===== src/rtl/dir_home_pkg.sv =====
package dir_home_pkg;

  // incoming message codes
  localparam logic [2:0] IK_READ   = 3'd0;
  localparam logic [2:0] IK_RDEX   = 3'd1;
  localparam logic [2:0] IK_UPGR   = 3'd2;
  localparam logic [2:0] IK_WBACK  = 3'd3;
  localparam logic [2:0] IK_REV_SH = 3'd4;
  localparam logic [2:0] IK_REV_XF = 3'd5;

  // outgoing message codes
  localparam logic [3:0] MK_NONE   = 4'd0;
  localparam logic [3:0] MK_DATA   = 4'd1;
  localparam logic [3:0] MK_SPEC   = 4'd2;
  localparam logic [3:0] MK_EXCNT  = 4'd3;
  localparam logic [3:0] MK_UPCNT  = 4'd4;
  localparam logic [3:0] MK_NACK   = 4'd5;
  localparam logic [3:0] MK_INTERV = 4'd6;
  localparam logic [3:0] MK_INVAL  = 4'd7;
  localparam logic [3:0] MK_WBACK  = 4'd8;
  localparam logic [3:0] MK_WBFWD  = 4'd9;

  typedef enum logic [2:0] {
    ST_UNOWNED = 3'd0,
    ST_SHARED  = 3'd1,
    ST_EXCL    = 3'd2,
    ST_BUSY_SH = 3'd3,
    ST_BUSY_EX = 3'd4
  } dir_state_e;

endpackage


===== src/rtl/dir_lowbit_pick.sv =====
module dir_lowbit_pick #(
  parameter int W     = 16,
  parameter int IDX_W = $clog2(W)
) (
  input  logic [W-1:0]     vec,
  output logic [W-1:0]     onehot,
  output logic [IDX_W-1:0] idx
);
  logic [W-1:0] lower_any;

  assign lower_any[0] = 1'b0;
  genvar gi;
  generate
    for (gi = 1; gi < W; gi++) begin : g_chain
      assign lower_any[gi] = lower_any[gi-1] | vec[gi-1];
    end
  endgenerate

  assign onehot = vec & ~lower_any;

  always_comb begin
    idx = '0;
    for (int i = 0; i < W; i++) begin
      if (onehot[i]) idx = idx | IDX_W'(i);
    end
  end
endmodule


===== src/rtl/dir_entry_fsm.sv =====
module dir_entry_fsm
  import dir_home_pkg::*;
#(
  parameter int NODES  = 16,
  parameter int NODE_W = $clog2(NODES),
  parameter int CNT_W  = $clog2(NODES + 1)
) (
  input  logic              clk,
  input  logic              rst,
  input  logic              acc,
  input  logic [2:0]        kind,
  input  logic [NODE_W-1:0] src,
  output dir_state_e        st_q,
  output logic [NODE_W-1:0] owner_q,
  output logic [NODES-1:0]  sharers_q,
  output logic              m0_v,
  output logic [3:0]        m0_kind,
  output logic [NODE_W-1:0] m0_dest,
  output logic [NODE_W-1:0] m0_about,
  output logic [CNT_W-1:0]  m0_cnt,
  output logic              m1_v,
  output logic [3:0]        m1_kind,
  output logic [NODE_W-1:0] m1_dest,
  output logic [NODES-1:0]  inv_mask,
  output logic [NODE_W-1:0] inv_about
);
  dir_state_e        st_d;
  logic [NODE_W-1:0] owner_d, prev_q, prev_d;
  logic [NODES-1:0]  sharers_d, src_bit, prev_bit, others;
  logic [CNT_W-1:0]  other_cnt;
  logic              is_req, busy;

  assign src_bit  = {{(NODES-1){1'b0}}, 1'b1} << src;
  assign prev_bit = {{(NODES-1){1'b0}}, 1'b1} << prev_q;
  assign others   = sharers_q & ~src_bit;
  assign is_req   = (kind == IK_READ) || (kind == IK_RDEX) || (kind == IK_UPGR);
  assign busy     = (st_q == ST_BUSY_SH) || (st_q == ST_BUSY_EX);

  always_comb begin
    other_cnt = '0;
    for (int i = 0; i < NODES; i++) other_cnt = other_cnt + CNT_W'(others[i]);
  end

  always_comb begin
    st_d      = st_q;
    owner_d   = owner_q;
    sharers_d = sharers_q;
    prev_d    = prev_q;
    m0_v      = 1'b0;
    m0_kind   = MK_NONE;
    m0_dest   = src;
    m0_about  = '0;
    m0_cnt    = '0;
    m1_v      = 1'b0;
    m1_kind   = MK_NONE;
    m1_dest   = src;
    inv_mask  = '0;
    inv_about = src;
    case (st_q)
      ST_UNOWNED: begin
        if (kind == IK_READ || kind == IK_RDEX) begin
          st_d = ST_EXCL; owner_d = src; sharers_d = src_bit;
          m0_v = 1'b1; m0_kind = MK_DATA;
        end else if (kind == IK_UPGR) begin
          m0_v = 1'b1; m0_kind = MK_NACK;
        end
      end
      ST_SHARED: begin
        if (kind == IK_READ) begin
          sharers_d = sharers_q | src_bit;
          m0_v = 1'b1; m0_kind = MK_DATA;
        end else if (kind == IK_RDEX || kind == IK_UPGR) begin
          st_d = ST_EXCL; owner_d = src; sharers_d = src_bit;
          m0_v = 1'b1;
          m0_kind = (kind == IK_RDEX) ? MK_EXCNT : MK_UPCNT;
          m0_cnt = other_cnt;
          inv_mask = others;
        end
      end
      ST_EXCL: begin
        if ((kind == IK_READ || kind == IK_RDEX) && src == owner_q) begin
          m0_v = 1'b1; m0_kind = MK_DATA;
        end else if (kind == IK_READ || kind == IK_RDEX) begin
          st_d = (kind == IK_READ) ? ST_BUSY_SH : ST_BUSY_EX;
          prev_d = owner_q; owner_d = src; sharers_d = src_bit;
          m0_v = 1'b1;
          m0_kind = (kind == IK_READ) ? MK_INTERV : MK_INVAL;
          m0_dest = owner_q; m0_about = src;
          m1_v = 1'b1; m1_kind = MK_SPEC; m1_dest = src;
        end else if (kind == IK_UPGR) begin
          m0_v = 1'b1; m0_kind = MK_NACK;
        end else if (kind == IK_WBACK) begin
          st_d = ST_UNOWNED; sharers_d = '0;
          m0_v = 1'b1; m0_kind = MK_WBACK;
        end
      end
      ST_BUSY_SH, ST_BUSY_EX: begin
        if (is_req) begin
          m0_v = 1'b1; m0_kind = MK_NACK;
        end else if (kind == IK_WBACK) begin
          st_d = (st_q == ST_BUSY_SH) ? ST_SHARED : ST_EXCL;
          m0_v = 1'b1; m0_kind = MK_WBFWD; m0_dest = owner_q;
          m1_v = 1'b1; m1_kind = MK_WBACK; m1_dest = src;
        end else if (kind == IK_REV_SH) begin
          st_d = ST_SHARED; sharers_d = sharers_q | prev_bit;
        end else if (kind == IK_REV_XF) begin
          st_d = ST_EXCL;
        end
      end
      default: st_d = ST_UNOWNED;
    endcase
  end

  always_ff @(posedge clk) begin
    if (rst) begin
      st_q      <= ST_UNOWNED;
      owner_q   <= '0;
      prev_q    <= '0;
      sharers_q <= '0;
    end else if (acc) begin
      st_q      <= st_d;
      owner_q   <= owner_d;
      prev_q    <= prev_d;
      sharers_q <= sharers_d;
    end
  end

  // a request met in a busy state leaves the entry untouched
  a_r8_busy_entry_held: assert property (@(posedge clk) disable iff (rst)
    (acc && busy && is_req) |=> (st_q == $past(st_q)) && (sharers_q == $past(sharers_q)));
  // an exclusive line has exactly one presence bit, the owner's
  a_r2_excl_single_owner: assert property (@(posedge clk) disable iff (rst)
    (st_q == ST_EXCL) |-> ($countones(sharers_q) == 1) && sharers_q[owner_q]);
  // an unowned line has no sharers
  a_r9_unowned_empty: assert property (@(posedge clk) disable iff (rst)
    (st_q == ST_UNOWNED) |-> (sharers_q == '0));
endmodule


===== src/rtl/dir_msg_seq.sv =====
module dir_msg_seq
  import dir_home_pkg::*;
#(
  parameter int NODES  = 16,
  parameter int NODE_W = $clog2(NODES),
  parameter int CNT_W  = $clog2(NODES + 1)
) (
  input  logic              clk,
  input  logic              rst,
  input  logic              load,
  input  logic              m0_v,
  input  logic [3:0]        m0_kind,
  input  logic [NODE_W-1:0] m0_dest,
  input  logic [NODE_W-1:0] m0_about,
  input  logic [CNT_W-1:0]  m0_cnt,
  input  logic              m1_v,
  input  logic [3:0]        m1_kind,
  input  logic [NODE_W-1:0] m1_dest,
  input  logic [NODES-1:0]  inv_mask,
  input  logic [NODE_W-1:0] inv_about,
  output logic              idle,
  output logic              out_valid,
  output logic [3:0]        out_kind,
  output logic [NODE_W-1:0] out_dest,
  output logic [NODE_W-1:0] out_about,
  output logic [CNT_W-1:0]  out_count
);
  logic              p1_v;
  logic [3:0]        p1_kind;
  logic [NODE_W-1:0] p1_dest;
  logic [NODES-1:0]  mask_q, pick_hot;
  logic [NODE_W-1:0] about_q, pick_idx;

  dir_lowbit_pick #(.W(NODES), .IDX_W(NODE_W)) u_pick (
    .vec    (mask_q),
    .onehot (pick_hot),
    .idx    (pick_idx)
  );

  assign idle = !p1_v && (mask_q == '0);

  always_ff @(posedge clk) begin
    if (rst) begin
      out_valid <= 1'b0;
      out_kind  <= MK_NONE;
      out_dest  <= '0;
      out_about <= '0;
      out_count <= '0;
      p1_v      <= 1'b0;
      p1_kind   <= MK_NONE;
      p1_dest   <= '0;
      mask_q    <= '0;
      about_q   <= '0;
    end else if (load) begin
      out_valid <= m0_v;
      out_kind  <= m0_kind;
      out_dest  <= m0_dest;
      out_about <= m0_about;
      out_count <= m0_cnt;
      p1_v      <= m0_v && m1_v;
      p1_kind   <= m1_kind;
      p1_dest   <= m1_dest;
      mask_q    <= m0_v ? inv_mask : '0;
      about_q   <= inv_about;
    end else if (p1_v) begin
      out_valid <= 1'b1;
      out_kind  <= p1_kind;
      out_dest  <= p1_dest;
      out_about <= '0;
      out_count <= '0;
      p1_v      <= 1'b0;
    end else if (mask_q != '0) begin
      out_valid <= 1'b1;
      out_kind  <= MK_INVAL;
      out_dest  <= pick_idx;
      out_about <= about_q;
      out_count <= '0;
      mask_q    <= mask_q & ~pick_hot;
    end else begin
      out_valid <= 1'b0;
      out_kind  <= MK_NONE;
    end
  end

  // while input is held off, a message is issued every cycle
  a_r13_stall_emits: assert property (@(posedge clk) disable iff (rst)
    !idle |=> out_valid);
  // an invalidation is never sent to the node it names
  a_r6_inval_not_self: assert property (@(posedge clk) disable iff (rst)
    (out_valid && out_kind == MK_INVAL) |-> (out_about != out_dest));
endmodule


===== src/rtl/dir_home_ctrl.sv =====
module dir_home_ctrl
  import dir_home_pkg::*;
#(
  parameter int NODES  = 16,
  parameter int NODE_W = $clog2(NODES),
  parameter int CNT_W  = $clog2(NODES + 1)
) (
  input  logic              clk,
  input  logic              rst,
  input  logic              in_valid,
  output logic              in_ready,
  input  logic [2:0]        in_kind,
  input  logic [NODE_W-1:0] in_src,
  output logic              out_valid,
  output logic [3:0]        out_kind,
  output logic [NODE_W-1:0] out_dest,
  output logic [NODE_W-1:0] out_about,
  output logic [CNT_W-1:0]  out_count,
  output logic [2:0]        dir_state,
  output logic [NODE_W-1:0] dir_owner,
  output logic [NODES-1:0]  dir_sharers
);
  dir_state_e        st_q;
  logic              acc, idle;
  logic              m0_v, m1_v;
  logic [3:0]        m0_kind, m1_kind;
  logic [NODE_W-1:0] m0_dest, m0_about, m1_dest, inv_about;
  logic [CNT_W-1:0]  m0_cnt;
  logic [NODES-1:0]  inv_mask;

  assign in_ready  = idle;
  assign acc       = in_valid && idle;
  assign dir_state = st_q;

  dir_entry_fsm #(.NODES(NODES), .NODE_W(NODE_W), .CNT_W(CNT_W)) u_fsm (
    .clk       (clk),
    .rst       (rst),
    .acc       (acc),
    .kind      (in_kind),
    .src       (in_src),
    .st_q      (st_q),
    .owner_q   (dir_owner),
    .sharers_q (dir_sharers),
    .m0_v      (m0_v),
    .m0_kind   (m0_kind),
    .m0_dest   (m0_dest),
    .m0_about  (m0_about),
    .m0_cnt    (m0_cnt),
    .m1_v      (m1_v),
    .m1_kind   (m1_kind),
    .m1_dest   (m1_dest),
    .inv_mask  (inv_mask),
    .inv_about (inv_about)
  );

  dir_msg_seq #(.NODES(NODES), .NODE_W(NODE_W), .CNT_W(CNT_W)) u_seq (
    .clk       (clk),
    .rst       (rst),
    .load      (acc),
    .m0_v      (m0_v),
    .m0_kind   (m0_kind),
    .m0_dest   (m0_dest),
    .m0_about  (m0_about),
    .m0_cnt    (m0_cnt),
    .m1_v      (m1_v),
    .m1_kind   (m1_kind),
    .m1_dest   (m1_dest),
    .inv_mask  (inv_mask),
    .inv_about (inv_about),
    .idle      (idle),
    .out_valid (out_valid),
    .out_kind  (out_kind),
    .out_dest  (out_dest),
    .out_about (out_about),
    .out_count (out_count)
  );

  // a request accepted while busy is answered by a NACK to its sender
  a_r8_busy_nack: assert property (@(posedge clk) disable iff (rst)
    (acc && (dir_state == 3'd3 || dir_state == 3'd4) && in_kind <= 3'd2)
    |=> out_valid && (out_kind == MK_NACK) && (out_dest == $past(in_src)));
  // nothing is emitted in the cycle after a reset cycle
  a_r1_quiet_after_reset: assert property (@(posedge clk)
    $past(rst) |-> !out_valid);
endmodule


===== config.mk =====
export PLATFORM = sky130hd
export DESIGN_NAME = dir_home_ctrl
export DESIGN_NICKNAME = d
export VERILOG_FILES = /design/src/rtl/dir_home_pkg.sv /design/src/rtl/dir_lowbit_pick.sv /design/src/rtl/dir_entry_fsm.sv /design/src/rtl/dir_msg_seq.sv /design/src/rtl/dir_home_ctrl.sv
export SDC_FILE = /design/constraint.sdc
export NUM_CORES = 1
export LEC_CHECK = 0
export BUFFER_PORTS_ARGS = -buffer_cell sky130_fd_sc_hd__buf_2
export CORE_AREA = 3 3 92 94
export CTS_CLUSTER_DIAMETER = 80
export CTS_CLUSTER_SIZE = 10
export DETAILED_ROUTE_END_ITERATION = 10
export DIE_AREA = 0 0 95 97
export GPL_ROUTABILITY_DRIVEN = 0
export MAX_ROUTING_LAYER = met4
export PLACE_DENSITY = 0.72
export SYNTH_ARGS = -nofsm -noshare
export SYNTH_HDL_FRONTEND = slang
export SYNTH_SLANG_ARGS = --single-unit

===== constraint.sdc =====
create_clock -name clk -period 4.8 [get_ports clk]
set_input_delay 0.72 -clock clk [delete_from_list [all_inputs] [get_ports clk]]
set_output_delay 0.72 -clock clk [all_outputs]
set_load 0.01 [all_outputs]

Word level (Yosys, flattened, before mapping)
Cells that the tools add are included.

word-level totals
  word-level logic and storage cells = 208
  ROM bits = 0
  RAM bits = 0
  flip-flop bits (word level) = 70
  input port bits = 10
  latch bits = 0
  memories = 0
  output and inout bits = 42

cells by class
  add/subtract/negate cells = 15
  muxes and demuxes = 109
  bitwise operators = 24
  shifts and indexed selects = 2
  $mul = 0
  eq/ne operators = 22
  reductions and logical operators = 23
  divide/modulo/power cells = 0
  $lt $le $gt $ge = 0

operators by type and width
  operator                                          count
  two-way mux 16 bit                                17
  two-way mux 4 bit                                 38
  adder 5 x 1 -> 5 bit                              14
  case mux 16 bit (4 select lines)                  1
  two-way mux 3 bit                                 19
  bitwise AND 16 bit                                3
  inverter 16 bit                                   3
  bitwise OR 16 bit                                 2
  << shifter 1 x 4 -> 16 bit, first input constant  2
  two-way mux 5 bit                                 6
  two-way mux 1 bit                                 17
  zero test 16 bit                                  1
  case mux 4 bit (2 select lines)                   2
  case mux 4 bit (4 select lines)                   1
  nonzero test 16 bit                               1
  bitwise OR 1 bit                                  14
  == test 3 x 2 -> 1 bit, second input constant     4
  case mux 3 bit (4 select lines)                   1
  case mux 4 bit (3 select lines)                   1
  != test 2 bit, second input constant              5
  AND reduction 10 bit                              1
  == test 3 bit, second input constant              3
  AND reduction 9 bit                               1
  two-way mux 2 bit                                 4
  21 further kinds                                  34

Longest topological paths before layout
Gate-level depths: netlist of run 1.

  depth in word-level cells = 34
  mapped depth = 18
  mapped depth without buffers = 16

By module
From an unflattened synthesis of run 1, not the netlist that was laid out.

unflattened totals
  cell total of the unflattened synthesis = 584
  area, all modules = 5,061.1 um^2

modules (own cells, without submodules)
  module           instances  cells each  area each (um^2)  sequential area each (um^2)
  dir_entry_fsm    1          334         2,757.6           540.5
  dir_msg_seq      1          198         1,961.9           940.9
  dir_lowbit_pick  1          51          335.3             0.0
  dir_home_ctrl    1          1           6.3               0.0

Least setup slack after synthesis of run 1
OpenSTA, ideal clock, no wires.

  kind = input port to flip-flop
  start = input in_src[1]
  end = register u_seq.out_count[3]
  stages on the path = 18
  data required time = 4.672 ns
  path slack = -0.291 ns
  arrival = 4.963 ns
  path through = buf_2 or2_2 clkbuf_1 o21ai_0 inv_1 ha_1 fa_1 fa_1 fa_1 inv_1 fa_1 inv_1 ha_1 nor2b_1 o21a_1 or3_1 a32oi_1 nor2_1

on the way
  longest elaborated chain between the ends = 22

RTL lines
  item                                RTL line             source
  start, declared                     dir_home_ctrl.sv:13  input logic [NODE_W-1:0] in_src,
  << shifter 1 x 4 -> 16 bit (*)      dir_entry_fsm.sv:33  assign src_bit = {{(NODES-1){1'b0}}, 1'b1} << src;
  inverter 16 bit (*)                 dir_entry_fsm.sv:35  assign others = sharers_q & ~src_bit;
  bitwise AND 16 bit (*)              dir_entry_fsm.sv:35
  adder 1 x 1 -> 2 bit                dir_entry_fsm.sv:41  for (int i = 0; i < NODES; i++) other_cnt = other_cnt + CNT_W'(others[i]);
  adder 5 x 1 -> 5 bit (13 in a row)  dir_entry_fsm.sv:41
  adder 5 x 1 -> 5 bit (*)            dir_entry_fsm.sv:41
  two-way mux 5 bit (*)               dir_entry_fsm.sv:72  end else if (kind == IK_RDEX || kind == IK_UPGR) begin
  two-way mux 5 bit (*)               dir_entry_fsm.sv:69  if (kind == IK_READ) begin
  two-way mux 5 bit (*)               dir_entry_fsm.sv:59  case (st_q)
  two-way mux 5 bit (*)               dir_msg_seq.sv:54    end else if (load) begin
  end signal, assigned                dir_msg_seq.sv:59    out_count <= m0_cnt;
  end, declared                       dir_msg_seq.sv:26    output logic [CNT_W-1:0] out_count

Every way passes the cells marked *; elsewhere a longest branch is shown, timed or not.
A chain may end at the register's enable or synchronous reset.

Final worst setup path of run 1
  start = input in_src[3]
  end = register u_seq.out_count[3]

Same word-level chain as after synthesis.

==> results.py, run 1 <==
metrics = {
    "outcome": {
        "status": "finished clean",
    },
    "timing": {
        "slew_viol_final": 0,
        "setup_ws_ns": 0.2267,
        "max_freq_mhz": 218.7,
        "min_period_over_period": 0.9528,
        "setup_violations": 0,
        "timing.slew.headroom": 0.2984,
        "tightest_slew_ns": 1.043,
        "hold_violations": 0,
        "fin_skew_ns": 0.007107,
        "period_needed_ns": 4.573,
        "grt_setup_unrepaired": "false",
        "hold_slack_ns": 0.4582,
    },
    "worst_setup_path": {
        "setup.worst_path.start_class": "input pin",
        "crit_required_ns": 5.01,
        "end_kind": "flip-flop",
        "rrSetupSlack_ns": 0.72,
        "crit_path_top_delay_cell": "fa_1",
        "crit_buf_inv": 4,
        "critPathKind": "in2reg",
        "crit_family": "adder cells",
        "slowest_delay_ns": 0.56,
        "cp_cell_sequence": "buf_2 -> or2_4 -> o21ai_2 -> inv_1 -> ha_1 -> fa_1 -> fa_2 -> inv_2 -> fa_2 -> fa_1 -> inv_2 -> ha_4 -> nor2b_1 -> o21a_1 -> or3_1 -> a32oi_1 -> nor2_1",
        "cp.depth": 17,
        "reg2reg_from": "u_fsm.sharers_q[0]$_SDFFE_PP0P_",
        "startpoint": "in_src[3]",
        "r2r_cells": 15,
        "critPathMaxFanout": 8,
        "worstPathArrival_ns": 4.79,
    },
    "final_layout": {
        "final_cells": 644,
        "n_fill_cell": 684,
        "drive_gt1_frac": 0.2011,
        "areaGrowthSynthToFinish_pct": 15.49,
        "n_antenna_cell": 0,
        "utilization": 0.6025,
        "final_nets": 562,
    },
    "die": {
        "start_util": 0.5217,
        "fp.dieArea_um2": 9215,
        "coreArea_um2": 7727,
        "io_pins": 52,
        "die_h_um": 97,
        "die_width_um": 95,
        "num_rows": 32,
    },
    "clocking": {
        "numCtsBuffers": 9,
        "clkTransAtPathRegs_ns": 0.07,
        "cts_setup_buffers": 0,
        "clock_sinks": 68,
        "clk_latency_ns": 0.35,
        "cts_tree": "done",
        "root_buffer": "clkbuf_8",
        "cts_resized": 0,
        "cts_buffer_depth": 2,
        "hold_buffers": 0,
        "cts.htree.levels": 3,
    },
    "detailed_routing": {
        "routed_wl_um": 11490,
        "avgViaCountPerCell": 6.238,
        "route.detailed.drc": 0,
        "vias": 4017,
        "first_pass_iters": 5,
        "ant_nets": 0,
        "drtIter0Drc": 537,
        "wl_per_cell_um": 17.84,
    },
    "yosys": {
        "syn_inst": 485,
        "synthArstFlopShare": 0,
        "seq_area_frac_synth": 0.3377,
        "synth_area_leaders": "dfxtp_1, fa_1, o21ai_0",
        "yosysMostFrequentCell": "dfxtp_1",
        "synth_top_area_frac": 0.3377,
        "syn_area_um2": 4031,
        "ys_seq_elements": 68,
        "synth_area_per_cell_um2": 8.312,
        "yosysWarnings": 0,
        "synth_cell_type_count": 62,
        "synth_area_leader_cell": "dfxtp_1",
        "ys.flop_type": "dfxtp_1",
        "syn_nets": 510,
        "yosys-top-cells-count": "dfxtp_1, o21ai_0, nand2_1, nor2_1, inv_1",
        "synth_edf_count": 0,
    },
    "pwr": {
        "cellLeakagePower_nw": 1.974,
        "power_density_nw_per_um2": 256.1,
        "irDropWorstVdd_v": 0.0001273,
    },
    "hold_path": {
        "min_from": "u_seq.p1_kind[3]$_SDFFE_PP0P_",
        "hold_depth": 2,
        "holdCritPathClass": "reg2reg",
    },
    "run": {
        "drv_cap": 0,
    },
    "grt": {
        "grt_overflow": 0,
        "grt_max_degree": 36,
        "grt_pass1_wl_um": 18730,
        "grtUsageTotal": 0.2628,
        "grt_pass1_vias": 3710,
        "antenna_found_initial": 0,
    },
    "placed_design": {
        "pre_cts_ws_ns": -0.1421,
        "port_buffers": 51,
        "hpwl_um": 8549,
        "place_inst": 628,
    },
}
-- flip-flops by register name (all words and copies together), names as in the netlist, 2 cells and up --
register and count:
u_fsm.st_q 3, u_seq.p1_dest 4, u_seq.out_about 4, u_fsm.sharers_q 16
u_seq.out_kind 4, u_seq.mask_q 16, u_seq.out_count 5, u_fsm.prev_q 4
u_fsm.owner_q 4, u_seq.p1_kind 2, u_seq.out_dest 4
-- through the flow --
stage	instance area (µm²)	setup TNS, ns	power (mW)
detailed placement	4472	-0.3307	0.7399
CTS	4656	0	1.193
finish	4656	0	1.192
floorplan	4090	-0.02329	0.6972
global placement	4472	-0.04373	0.7372
global route	4656	0	1.230
-- cell usage in the layout, fill, tap and decap left out, types with 4 or more instances in the layout --
cell type  count
ha_1           4
nand2b_1      12
buf_2         51
o21ai_1        7
nand2_1       35
o211ai_1       8
a31oi_1        4
nand4_1        5
xor2_1         6
and3_1         4
buf_4         23
a21oi_1       21
o311ai_0       5
a211oi_1       5
mux2i_1       11
inv_1         27
dfxtp_1       68
a22oi_1        4
a221oi_1       6
o21ai_0       37
nor3_1        13
o22ai_1       15
nor2b_1        8
o21a_1         4
nand3b_1       5
or3_1          7
fa_1           7
a22o_1        16
clkbuf_8       9
nand3_1       13
nor2_1        35
-- tightest hold or removal path, delay by kind of cell, from the launching register on --
family / cells / cell delay [ns]
AND/OR/NAND/NOR: 1 / 0.05
flip-flops: 1 / 0.31
AO/OA/AOI/OAI: 1 / 0.05
-- area by class of cell --
cell class                      count  area [µm²]  share of cell area
Clock buffer                       11       131.4             0.02822
Clock inverter                      5       52.55             0.01129
Inverter                           29       108.9             0.02338
Multi-Input combinational cell    355        2446              0.5254
Sequential cell                    68        1361              0.2924
Tap cell                          102       127.6             0.02741
Timing Repair Buffer               74       427.9             0.09191
-- layer usage --
metal / track usage / wire length, µm
met1: 0.3731 / 5049
met2: 0.3736 / 5166
met3: 0.04121 / 1025
met4: 0.1021 / 246
met5: - / 0
-- cells by family after synthesis --
family	share of synthesized area
compound gates	0.2772
fa+ha+maj	0.06518
mux	0.02731
flops	0.3377
xor+xnor	0.01304
simple gates	0.2160
buf+inv	0.06362
-- power breakdown --
group	switching, mW	internal (mW)
registers	0.0141	0.575
clock network	0.224	0.238
logic	0.0890	0.0524
-- path summary, 6_finish.rpt --
| kind | to |
|---|---|
| worst max-delay path | u_seq.out_count[3]$_SDFFE_PP0P_ |
| worst min-delay path | u_seq.p1_kind[3]$_SDFFE_PP0P_ |
| worst max register to register | u_seq.out_count[3]$_SDFFE_PP0P_ |
| worst min register to register | u_seq.p1_kind[3]$_SDFFE_PP0P_ |
(Power assumes the default switching activity.)
==> run 2, diff against run 1 <==
--- a/config.mk
+++ b/config.mk
@@ -6,11 +6,13 @@
 export NUM_CORES = 1
 export LEC_CHECK = 0
 export BUFFER_PORTS_ARGS = -buffer_cell sky130_fd_sc_hd__buf_2
-export CORE_AREA = 3 3 92 94
+export CELL_PAD_IN_SITES_DETAIL_PLACEMENT = 1
+export CELL_PAD_IN_SITES_GLOBAL_PLACEMENT = 1
+export CORE_AREA = 3 3 106 108
 export CTS_CLUSTER_DIAMETER = 80
 export CTS_CLUSTER_SIZE = 10
 export DETAILED_ROUTE_END_ITERATION = 10
-export DIE_AREA = 0 0 95 97
+export DIE_AREA = 0 0 109 111
 export GPL_ROUTABILITY_DRIVEN = 0
 export MAX_ROUTING_LAYER = met4
 export PLACE_DENSITY = 0.72
==> results.py, run 2 (synthesized netlist as in run 1, its figures left out) <==
metrics = {
    "worst_setup_path": {
        "crit_required_ns": 5.02,
        "reg2reg_from": "u_fsm.sharers_q[0]$_SDFFE_PP0P_",
        "setup.worst_path.start_class": "input pin",
        "crit_path_top_delay_cell": "fa_1",
        "cp_cell_sequence": "buf_2 -> or2_4 -> o21ai_2 -> inv_1 -> ha_1 -> fa_1 -> fa_2 -> inv_2 -> fa_2 -> fa_1 -> inv_2 -> ha_4 -> nor2b_1 -> o21a_1 -> or3_1 -> a32oi_1 -> nor2_1",
        "worstReg2RegEnd": "u_seq.out_count[3]$_SDFFE_PP0P_",
        "crit_buf_inv": 4,
        "rrSetupSlack_ns": 0.76,
        "slowest_delay_ns": 0.55,
        "worstPathArrival_ns": 4.79,
        "critPathKind": "in2reg",
        "critPathMaxFanout": 5,
        "cp.depth": 17,
        "crit_family": "adder cells",
        "end_kind": "flip-flop",
        "r2r_cells": 15,
    },
    "timing": {
        "timing.slew.headroom": 0.2850,
        "hold_violations": 0,
        "fin_skew_ns": 0.008505,
        "period_needed_ns": 4.571,
        "setup_ws_ns": 0.2294,
        "slew_viol_final": 0,
        "grt_setup_unrepaired": "false",
        "max_freq_mhz": 218.8,
        "tightest_slew_ns": 1.063,
        "totalNegativeSetupSlack_ns": 0,
        "setup_violations": 0,
        "min_period_over_period": 0.9522,
    },
    "hold_path": {
        "whs_endpoint": "u_seq.p1_kind[3]$_SDFFE_PP0P_",
        "hold_depth": 2,
        "min_from": "u_seq.p1_kind[3]$_SDFFE_PP0P_",
        "holdCritPathClass": "reg2reg",
    },
    "die": {
        "coreArea_um2": 10320,
        "io_pins": 52,
        "fp.dieArea_um2": 12100,
        "start_util": 0.3905,
        "num_rows": 37,
        "die_width_um": 109,
        "die_h_um": 111,
    },
    "grt": {
        "busiest_layer": "met2",
        "use_met2": 0.3497,
        "grt_pass1_wl_um": 21950,
        "grt_max_degree": 36,
        "grtUsageMet1": 0.3357,
        "grtUsageTotal": 0.2378,
        "grt_overflow": 0,
        "grt_util_met3": 0.03611,
        "antenna_found_initial": 0,
        "grt_pass1_vias": 4014,
    },
    "clocking": {
        "cts_buffer_depth": 2,
        "hold_buffers": 0,
        "cts_tree": "done",
        "clock_sinks": 68,
        "clkTransAtPathRegs_ns": 0.08,
        "root_buffer": "clkbuf_8",
        "cts_resized": 0,
        "numCtsBuffers": 9,
        "cts_setup_buffers": 0,
        "clk_latency_ns": 0.35,
        "cts.htree.levels": 3,
    },
    "final_layout": {
        "fin_area_um2": 4737,
        "final_cell_mix": "dfxtp_1, buf_2, o21ai_0",
        "largestRegisters": "u_fsm.sharers_q (16), u_seq.mask_q (16), u_seq.out_count (5)",
        "utilization": 0.4589,
        "drive_gt1_frac": 0.2077,
        "final_cells": 680,
        "n_antenna_cell": 0,
        "n_fill_cell": 1262,
        "final_common_cell": "dfxtp_1",
        "areaGrowthSynthToFinish_pct": 17.50,
        "final_nets": 564,
    },
    "placed_design": {
        "port_buffers": 51,
        "hpwl_um": 10190,
        "pre_cts_ws_ns": -0.1525,
        "place_inst": 664,
        "place_area_um2": 4534,
    },
    "pwr": {
        "cellLeakagePower_nw": 1.985,
        "power_density_nw_per_um2": 260.3,
        "irDropWorstVdd_v": 0.0001363,
    },
    "detailed_routing": {
        "avgViaCountPerCell": 5.919,
        "routed_wl_um": 13490,
        "vias": 4025,
        "route.detailed.drc": 0,
        "wl_per_cell_um": 19.84,
        "drtIter0Drc": 227,
        "first_pass_iters": 5,
        "ant_nets": 0,
    },
    "run": {
        "drv_cap": 0,
    },
    "outcome": {
        "status": "finished clean",
    },
}
## run 2: cell types whose count changed in the layout (fill, tap and decap cells not counted)
cell,before,now
nor3_1,13,12
nor3_2,1,2
clkinvlp_4,1,3
clkbuf_1,2,1
buf_4,23,25
clkinv_2,3,0
clkbuf_8,9,10
clkinv_4,0,1
## run 2: worst max path at each step
stage / end / slack, ns / from
detailed placement: u_seq.out_count[3]$_SDFFE_PP0P_ / -0.15 / in_src[0]
global route: u_seq.out_count[4]$_SDFFE_PP0P_ / 0.07 / in_src[3]
CTS: u_seq.out_count[3]$_SDFFE_PP0P_ / 0.22 / in_src[0]
global placement: u_seq.out_count[3]$_SDFFE_PP0P_ / -0.05 / in_src[0]
finish: u_seq.out_count[3]$_SDFFE_PP0P_ / 0.23 / in_src[0]
floorplan: u_seq.out_count[3]$_SDFFE_PP0P_ / -0.02 / in_src[3]
## run 2: layout make-up
cell class / count / area, µm² / area share
Multi-Input combinational cell: 355 / 2451 / 0.5174
Sequential cell: 68 / 1361 / 0.2874
Timing Repair Buffer: 76 / 442.9 / 0.09350
Tap cell: 136 / 170.2 / 0.03592
Clock buffer: 11 / 141.4 / 0.02985
Inverter: 29 / 108.9 / 0.02298
Clock inverter: 5 / 61.31 / 0.01294
## run 2: routing by layer
| layer | up-vias | wire [µm] |
|---|---|---|
| li1 | 1906 | - |
| met5 | - | 0 |
| met1 | 2003 | 6539 |
| met4 | 0 | 185 |
| met3 | 14 | 527 |
| met2 | 102 | 6241 |
## run 2: tightest hold or removal path, stage by stage, from the launching register on
cell and delay, ns:
dfxtp_1 0.32, nand2_1 0.05, a21oi_1 0.05
## run 2: report_power, final
group | switching [mW] | internal (mW) | leakage, nW
registers | 0.0141 | 0.575 | 0.551
logic | 0.0963 | 0.0535 | 1.34
clock network | 0.239 | 0.255 | 0.0918
## run 2: metrics by stage
stage                     total power, mW  hold WS (ns)
after floorplan                    0.6972        0.4322
after global placement             0.7437        0.4437
after detailed placement           0.7489        0.4482
after CTS                           1.242        0.4598
after global routing                1.288        0.4822
final                               1.233        0.4586
==> run 3, diff against run 2 <==
--- a/config.mk
+++ b/config.mk
@@ -5,7 +5,7 @@
 export SDC_FILE = /design/constraint.sdc
 export NUM_CORES = 1
 export LEC_CHECK = 0
-export BUFFER_PORTS_ARGS = -buffer_cell sky130_fd_sc_hd__buf_2
+export BUFFER_PORTS_ARGS = -buffer_cell sky130_fd_sc_hd__clkbuf_2
 export CELL_PAD_IN_SITES_DETAIL_PLACEMENT = 1
 export CELL_PAD_IN_SITES_GLOBAL_PLACEMENT = 1
 export CORE_AREA = 3 3 106 108
==> results.py, run 3 (synthesized netlist as in run 1, its figures left out) <==
metrics = {
    "outcome": {
        "status": "finished clean",
    },
    "die": {
        "num_rows": 37,
        "die_h_um": 111,
        "io_pins": 52,
        "start_util": 0.3905,
        "die_width_um": 109,
        "coreArea_um2": 10320,
        "fp.dieArea_um2": 12100,
    },
    "grt": {
        "grt_pass1_wl_um": 22080,
        "antenna_found_initial": 0,
        "grt_pass1_vias": 4118,
        "grt_overflow": 0,
        "grtUsageTotal": 0.2380,
        "grt_max_degree": 36,
    },
    "worst_setup_path": {
        "reg2reg_from": "u_fsm.sharers_q[0]$_SDFFE_PP0P_",
        "worstPathArrival_ns": 4.79,
        "setup.worst_path.start_class": "input pin",
        "crit_required_ns": 5.03,
        "startpoint": "in_src[3]",
        "critPathMaxFanout": 4,
        "end_kind": "flip-flop",
        "critPathKind": "in2reg",
    },
    "pwr": {
        "power_density_nw_per_um2": 280.3,
        "total_power_mw": 1.341,
        "cellLeakagePower_nw": 1.985,
        "seq_power_share": 0.439,
        "irDropWorstVdd_v": 0.0001525,
        "switching_power_uw": 353.0,
        "power_frac_clock": 0.450,
        "comb_power_share": 0.111,
        "switching_share": 0.2633,
        "internal-power_uw": 987.7,
    },
    "final_layout": {
        "n_fill_cell": 1242,
        "largestRegisters": "u_fsm.sharers_q (16), u_seq.mask_q (16), u_seq.out_count (5)",
        "final_cells": 680,
        "drive_gt1_frac": 0.2096,
        "fin_area_um2": 4783,
        "final_cell_mix": "dfxtp_1, clkbuf_2, o21ai_0",
        "areaGrowthSynthToFinish_pct": 18.65,
        "final_nets": 564,
        "multiInputGateArea_um2": 2451,
        "utilization": 0.4633,
        "final_common_cell": "dfxtp_1",
        "n_antenna_cell": 0,
        "layout.area.seq_um2": 1361,
    },
    "detailed_routing": {
        "first_pass_iters": 4,
        "route.detailed.drc": 0,
        "drtIter0Drc": 220,
        "vias": 4065,
        "routed_wl_um": 13530,
        "wl_per_cell_um": 19.89,
        "ant_nets": 0,
        "avgViaCountPerCell": 5.978,
    },
    "placed_design": {
        "place_area_um2": 4534,
        "place_inst": 664,
        "port_buffers": 51,
        "hpwl_um": 10140,
    },
    "hold_path": {
        "min_from": "u_seq.p1_kind[3]$_SDFFE_PP0P_",
        "holdCritPathClass": "reg2reg",
    },
    "timing": {
        "slew_viol_final": 0,
        "hold_violations": 0,
        "fin_skew_ns": 0.008063,
        "grt_setup_unrepaired": "false",
        "period_needed_ns": 4.556,
        "max_freq_mhz": 219.5,
        "setup_violations": 0,
        "min_period_over_period": 0.9492,
        "totalNegativeSetupSlack_ns": 0,
        "tightest_slew_ns": 1.186,
        "timing.slew.headroom": 0.2022,
    },
    "clocking": {
        "clk_latency_ns": 0.36,
        "cts_resized": 0,
        "clock_sinks": 68,
        "cts.htree.levels": 3,
        "hold_buffers": 0,
        "clkTransAtPathRegs_ns": 0.07,
        "numCtsBuffers": 9,
        "cts_setup_buffers": 0,
        "root_buffer": "clkbuf_8",
        "cts_tree": "done",
        "cts_buffer_depth": 2,
    },
    "run": {
        "drv_cap": 0,
    },
}
run 3: changes by cell type in the layout (fill, tap and decap cells not counted):
cell	delta
buf_2	-51
clkbuf_2	+51
clkbuf_1	-1
clkinvlp_4	-2
bufinv_16	+2
clkinv_2	+1
run 3: layout make-up:
cell class,count,share of cell area
clock buffers,10,0.02877
clock inverters,6,0.02328
inverters,29,0.02276
multi-input cells,355,0.5124
flip-flops and latches,68,0.2846
well taps,136,0.03557
repair buffers,76,0.09260
run 3: path summary, 6_finish.rpt:
check / to / slack [ns] / cells after the start
max: u_seq.out_count[1]$_SDFFE_PP0P_ / 0.24 / 15
min: u_seq.out_kind[3]$_SDFF_PP0_ / 0.47 / 2
max reg2reg: u_seq.out_count[1]$_SDFFE_PP0P_ / 0.72 / 13
min reg2reg: u_seq.out_kind[3]$_SDFF_PP0_ / 0.47 / 2
run 3: metal layers:
metal | wire (µm) | share of wire | track usage | vias up
met1 | 6531 | 0.48 | 0.3366 | 2000
met3 | 651 | 0.048 | 0.03262 | 18
met2 | 6132 | 0.45 | 0.3554 | 128
met4 | 212 | 0.016 | 0.06397 | 0
met5 | 0 | 0 | - | -
li1 | - | - | - | 1919
run 3: worst max-delay path, cell delays in order:
cell	delay [ns]
clkbuf_2	0.11
buf_4	0.14
nand2b_1	0.21
o21ai_0	0.31
inv_1	0.10
fa_1	0.49
fa_2	0.59
inv_2	0.04
fa_2	0.52
fa_1	0.44
fa_2	0.36
inv_1	0.07
fa_1	0.41
a22oi_1	0.21
nor2_1	0.06
run 3: metrics by stage:
step / hold slack (ns) / worst slack (ns)
5_1_grt: 0.5027 / 0.01945
3_3_place_gp: 0.4408 / -0.009828
4_1_cts: 0.4719 / 0.2324
6_report: 0.4658 / 0.2437
2_1_floorplan: 0.4322 / -0.02329
3_5_place_dp: 0.4605 / -0.1409
run 3: power groups by stage:
stage | registers [mW] | clock network, mW | logic [mW]
finish | 0.589 | 0.603 | 0.149
global route | 0.591 | 0.634 | 0.166
CTS | 0.589 | 0.606 | 0.148
detailed placement | 0.602 | 0 | 0.147
global placement | 0.601 | 0 | 0.143
floorplan | 0.599 | 0 | 0.0986
